**config.mk**
```make
export PLATFORM = sky130hd
export DESIGN_NAME = gf16_lane_alu
export DESIGN_NICKNAME = d
export VERILOG_FILES = /design/src/rtl/gf16_pkg.sv /design/src/rtl/gf16_mul.sv /design/src/rtl/gf16_lane.sv /design/src/rtl/gf16_stage.sv /design/src/rtl/gf16_lane_alu.sv
export SDC_FILE = /design/constraint.sdc
export NUM_CORES = 2
export LEC_CHECK = 0
export CAP_MARGIN = 0
export CORE_ASPECT_RATIO = 0.8
export CORE_UTILIZATION = 35
export DETAILED_ROUTE_END_ITERATION = 16
export DONT_BUFFER_PORTS = 1
export GPL_TIMING_DRIVEN = 0
export PLACE_DENSITY = 0.57
export SYNTH_ARGS = -nofsm -noshare
export SYNTH_HDL_FRONTEND = slang
export SYNTH_SLANG_ARGS = --single-unit
export TNS_END_PERCENT = 50
```
**constraint.sdc**
```tcl
create_clock -name clk -period 3.05 [get_ports clk]
set_input_delay 0.61 -clock clk [delete_from_list [all_inputs] [get_ports clk]]
set_output_delay 0.61 -clock clk [all_outputs]
set_load 0.01 [all_outputs]
```
**src/rtl/gf16_pkg.sv**
```systemverilog
package gf16_pkg;

   localparam int unsigned ELEM_W = 4;
   localparam logic [ELEM_W-1:0] RED_TAIL = 4'b0011; // x^4 = x + 1
   localparam int unsigned TBL_N = 1 << (2 * ELEM_W);

   typedef enum logic [1:0] {
      OP_ADD  = 2'b00,
      OP_MUL  = 2'b01,
      OP_DBL  = 2'b10,
      OP_PASS = 2'b11
   } gf_op_e;

   // Product by repeated multiply-by-x with conditional reduction
   function automatic logic [ELEM_W-1:0] gf16_mul_fn(input logic [ELEM_W-1:0] a,
                                                     input logic [ELEM_W-1:0] b);
      logic [ELEM_W-1:0] acc;
      logic [ELEM_W-1:0] x;
      acc = '0;
      x   = a;
      for (int i = 0; i < ELEM_W; i++) begin
         if (b[i]) acc = acc ^ x;
         x = {x[ELEM_W-2:0], 1'b0} ^ (x[ELEM_W-1] ? RED_TAIL : '0);
      end
      return acc;
   endfunction

   // Packed table: entry {a,b} sits at bits 4*{a,b}+3 : 4*{a,b}
   function automatic logic [TBL_N*ELEM_W-1:0] gf16_build_table();
      logic [TBL_N*ELEM_W-1:0] t;
      t = '0;
      for (int k = 0; k < TBL_N; k++) begin
         t[k*ELEM_W +: ELEM_W] = gf16_mul_fn(k[7:4], k[3:0]);
      end
      return t;
   endfunction

endpackage

```
**src/rtl/gf16_mul.sv**
```systemverilog
module gf16_mul
   import gf16_pkg::*;
#(
   parameter bit USE_TABLE = 1'b1
) (
   input  logic [ELEM_W-1:0] a,
   input  logic [ELEM_W-1:0] b,
   output logic [ELEM_W-1:0] p
);

   generate
      if (USE_TABLE) begin : g_table
         localparam logic [TBL_N*ELEM_W-1:0] PROD_TBL = gf16_build_table();
         always_comb p = PROD_TBL[{a, b, 2'b00} +: ELEM_W];
      end else begin : g_logic
         always_comb p = gf16_mul_fn(a, b);
      end
   endgenerate

   // Zero annihilates, one is the identity
   always_comb begin
      if (a == '0 || b == '0) a_r9_zero_product: assert (p == '0);
      if (a == 4'd1) a_r9_one_left: assert (p == b);
      if (b == 4'd1) a_r9_one_right: assert (p == a);
   end

endmodule

```
**src/rtl/gf16_lane.sv**
```systemverilog
module gf16_lane
   import gf16_pkg::*;
#(
   parameter bit USE_TABLE = 1'b1
) (
   input  gf_op_e            op,
   input  logic [ELEM_W-1:0] a,
   input  logic [ELEM_W-1:0] b,
   output logic [ELEM_W-1:0] r
);

   logic [ELEM_W-1:0] prod;

   gf16_mul #(.USE_TABLE(USE_TABLE)) u_mul (
      .a (a),
      .b (b),
      .p (prod)
   );

   always_comb begin
      unique case (op)
         OP_ADD:  r = a ^ b;
         OP_MUL:  r = prod;
         OP_DBL:  r = a ^ a;   // field sum of a with itself
         OP_PASS: r = a;
         default: r = a;
      endcase
   end

endmodule

```
**src/rtl/gf16_stage.sv**
```systemverilog
module gf16_stage #(
   parameter int unsigned W = 256
) (
   input  logic         clk,
   input  logic         rst_n,
   input  logic         load,
   input  logic [W-1:0] d,
   output logic         q_valid,
   output logic [W-1:0] q
);

   always_ff @(posedge clk or negedge rst_n) begin
      if (!rst_n) begin
         q_valid <= 1'b0;
         q       <= '0;
      end else begin
         q_valid <= load;
         if (load) q <= d;
      end
   end

   a_r8_hold: assert property (@(posedge clk) disable iff (!rst_n)
      !load |=> $stable(q));

endmodule

```
**src/rtl/gf16_lane_alu.sv**
```systemverilog
module gf16_lane_alu
   import gf16_pkg::*;
#(
   parameter int unsigned DATA_W    = 256,
   parameter bit          USE_TABLE = 1'b1
) (
   input  logic              clk,
   input  logic              rst_n,
   input  logic              in_valid,
   input  logic [1:0]        op,
   input  logic [DATA_W-1:0] opa,
   input  logic [DATA_W-1:0] opb,
   output logic              res_valid,
   output logic [DATA_W-1:0] res
);

   localparam int unsigned LANES = DATA_W / ELEM_W;

   generate
      if (DATA_W % ELEM_W != 0 || DATA_W == 0) begin : g_bad_width
         $error("DATA_W must be a nonzero multiple of the lane width");
      end
   endgenerate

   gf_op_e            op_e;
   logic [DATA_W-1:0] lane_out;

   assign op_e = gf_op_e'(op);

   generate
      for (genvar i = 0; i < LANES; i++) begin : g_lane
         gf16_lane #(.USE_TABLE(USE_TABLE)) u_lane (
            .op (op_e),
            .a  (opa[i*ELEM_W +: ELEM_W]),
            .b  (opb[i*ELEM_W +: ELEM_W]),
            .r  (lane_out[i*ELEM_W +: ELEM_W])
         );
      end
   endgenerate

   gf16_stage #(.W(DATA_W)) u_stage (
      .clk     (clk),
      .rst_n   (rst_n),
      .load    (in_valid),
      .d       (lane_out),
      .q_valid (res_valid),
      .q       (res)
   );

   a_r2_latency: assert property (@(posedge clk) disable iff (!rst_n)
      in_valid |=> res_valid);
   a_r2_no_spurious: assert property (@(posedge clk) disable iff (!rst_n)
      !in_valid |=> !res_valid);
   a_r3_add: assert property (@(posedge clk) disable iff (!rst_n)
      (in_valid && op == 2'b00) |=> res == ($past(opa) ^ $past(opb)));
   a_r5_double_zero: assert property (@(posedge clk) disable iff (!rst_n)
      (in_valid && op == 2'b10) |=> res == '0);
   a_r6_pass: assert property (@(posedge clk) disable iff (!rst_n)
      (in_valid && op == 2'b11) |=> res == $past(opa));

endmodule

```
==> impl_results.md <==
* M1 GR Usage at 47.8%
* Share of power burned in registers at 23.1%
* Fmax at 314 MHz
* Synth cell types at 101
* Critical path type: in2reg
* Reg clk slew, reported paths at 0.07 ns
* Die Ht at 370 um
* Xor/xnor cell area share of the yosys netlist at 14.4%
* Simple-gate share of the synthesized area at 18.6%
* Total Routing Usage GR at 37.4%
* DRT iter0 DRCs at 10700
* Final Hold Fails at 257
* Power per Cell Area at 325 nW/um^2
* CP endpoint kind: flop
* First-pass GRT wire length at 474000 um
* Initial core utilization at 35.4%
* Layout fillers at 17800
* Worst Skew at 0 ns
* Clock sink count at 257
* Multi-input gate area at 48000 um^2
* CTS tree: yes
* Met3 Use GR at 13.2%
* Slowest cell on crit path: buf_2
* Number of enable flip-flop cells after synthesis at 0
* H-tree Lvls at 2
* Clk root buf: clkbuf_16
* Setup slack after layout at -0.135 ns
* Worst Hold Class: in2async
* CTS max path bufs at 3
* Final Wtd Congestion at 1.00
* Share of the synthesized area in the top cell type at 10.8%
* Die ar. at 171000 um^2
* Register area at 6430 um^2
* Yosys reg bits at 257
* Max Cap Viol at 2
* Crit path top cell by count: buf_2
* Io pins at 774
* Post-synthesis mux area share at 7.86%
* Vias in the first global route at 63700
* Post-synthesis compound-gate area fraction at 33.9%
* Detail Route Antenna Nets at 0
* Final Cycle Share at 104%
* Leading area contributor after synthesis: dfrtp_1
* Post-place setup slack at -1.35 ns
* Crit path DAT at 3.70 ns
* Critical path peak fanout at 12
* DRC violations left at 0
* Post-CTS setup buffers at 0
* Latest clock arrival within the worst-skew pair at 0.67 ns
* Actual slew at the worst max-slew pin at 1.63 ns
* Synth Area per Inst at 6.96 um^2
* Switching share of power at 48.0%
* Post-synth ARST share at 100%
* Vias per cell at 6.55
* Pleak at 24.8 nW
* Most frequent cells in the layout: 886 x nand2_1, 765 x a21oi_1, 695 x nor2_1, 580 x xnor2_1, 520 x clkbuf_1
* Final Util at 38.5%
* Psw at 10.1 mW
* Total wire length at 339000 um
* Clock power share at 26.5%
* CP Launch Type: input pin
* Row Count at 134
* Post-synth top flop: dfrtp_1
* Max IR drop VDD at 0.349 mV
* 1st-pass router iterations at 9
* Core area at 168000 um^2
* Clock period minus worst slack at 3.19 ns
* Share of cells above drive strength 1 at 7.15%
* Die Span X at 463 um
* Yosys warning total at 0
* Internal power at 10.9 mW
* Net count, final at 9399
* Comb power frac at 50.4%
* Synth top area cells: dfrtp_1 11%, xnor2_1 8.6%, a21oi_1 6.4%, ha_1 5.8%, nand2_1 5.6%
* Status: finished with violations
* Total power at 21.0 mW
* Final setup violating endpoints at 27
* P&R area growth vs syn at 8.82%
* Initial antenna violation count at 86
* Vias at 71700
* Largest net degree at the start of global routing at 258
* Synth Net Count at 9330
* Fin. max-slew vios at 11
* Critical Path RT at 3.56 ns
* Largest family of logic cells by synthesized area: compound AO/OA/AOI/OAI gates
* IO buf count at 0
* Slowest stage delay, CP at 0.72 ns
* Num CTS Buffers at 45
* Slew HR at -8.41%
* Post-Synth Adder-Cell Area at 5.96%
* Mapped cell area at 59400 um^2
* Post-synthesis sequential area ratio at 10.8%
* Failing checks: hold timing, capacitance limit, slew limit, setup timing
* Reg-to-reg slack, setup at 1.60 ns
* Post-DP HPWL at 249000 um
* M2 GR Usage at 51.2%
* Post-synthesis cell count at 8539
* Gr busiest metal: met2
* GRT Residual Overflow at 0
* Worst-path cell chain: buf_2, nand2b_1, buf_2, buf_2, buf_4, nor2_1, a31oi_1, a31oi_1
* Wire length per cell at 31.0 um
* Commonest non-fill, non-tap cell in the layout: nand2_1
* # hold bufs at CTS at 1
* Worst hold margin at -0.353 ns
* RSZ-0062 raised after global routing: yes
## critical path: cells and delay by family
family                 cells  cell delay [ns]
buffers and inverters      4             2.10
AND/OR/NAND/NOR            2             0.55
AO/OA/AOI/OAI              2             0.34
## final cells by class
class / count / area share, %
clock inverter: 17 / 0.190
tap: 2244 / 4.34
inverter: 310 / 1.80
multi-input combinational: 7038 / 74.3
sequential: 257 / 9.95
timing repair buffer: 25 / 0.956
clock buffer: 66 / 2.05
buffer: 931 / 6.19
antenna: 65 / 0.252
## through the flow
step / instances / instance area, um^2 / setup TNS [ns]
after floorplan: 8539 / 59400 / 0
after global placement: 10800 / 62200 / -500.15
after detailed placement: 10800 / 62900 / -221.33
after CTS: 10900 / 64500 / 0
after global routing: 10900 / 64500 / -0.0617
final: 11000 / 64600 / -1.13
## layer usage
layer	vias up	wire length, um
met1	34200	133000
met4	36	29300
li1	31400	-
met5	-	225
met2	4940	133000
met3	1081	44100
## worst paths after layout
path                                               to                        from  cells past startpoint
setup reg to reg           u_stage.q[172]$_DFFE_PN0P_  u_stage.q[172]$_DFFE_PN0P_                      6
max in group asynchronous   u_stage.q[22]$_DFFE_PN0P_                       rst_n                      0
hold / removal              u_stage.q_valid$_DFF_PN0_                       rst_n                      0
min in group clk            u_stage.q[86]$_DFFE_PN0P_                     opa[87]                      2
hold reg to reg            u_stage.q[212]$_DFFE_PN0P_  u_stage.q[212]$_DFFE_PN0P_                      1
setup / recovery           u_stage.q[100]$_DFFE_PN0P_                       op[0]                      8
## cell usage after synthesis (103+ instances only)
| library cell | count |
|---|---|
| nand2_1 | 886 |
| a21oi_1 | 765 |
| nor2_1 | 696 |
| clkbuf_1 | 584 |
| xnor2_1 | 580 |
| o21ai_0 | 497 |
| xor2_1 | 359 |
| inv_1 | 296 |
| ha_1 | 274 |
| mux2i_1 | 263 |
| dfrtp_1 | 257 |
| buf_2 | 197 |
| a221oi_1 | 189 |
| nor2b_1 | 189 |
| a211oi_1 | 180 |
| o211ai_1 | 157 |
| a31oi_1 | 153 |
| buf_1 | 145 |
| nor3_1 | 130 |
| nand3_1 | 111 |
| nand2b_1 | 106 |
| o31ai_1 | 103 |
## flip-flops by register name (all words and copies together), names as in the netlist
signal and count:
u_stage.q_valid 1, u_stage.q 256
## what timing repair did
item / 4_1_cts / 5_1_grt
setup endpoints to repair: 207 / 22
resized for setup: 39 / 9
endpoints found under the hold margin: 258 / 257
## kinds of logic after synthesis
logic type	after synthesis
AO/OA/AOI/OAI	3000
XOR/XNOR	955
adder cells (fa/ha/maj)	285
buffers and inverters	1244
flip-flops	257
multiplexers	375
AND/OR/NAND/NOR	2423
## power groups by stage
stage	sequential, mW	clock [mW]	combinational (mW)
2_1_floorplan	4.36	0	7.43
3_5_place_dp	4.87	0	10.2
3_3_place_gp	4.87	0	10.0
5_1_grt	4.84	5.67	11.3
4_1_cts	4.81	5.61	10.2
6_report	4.85	5.58	10.6
No activity file was read; power rests on OpenSTA's default activity.
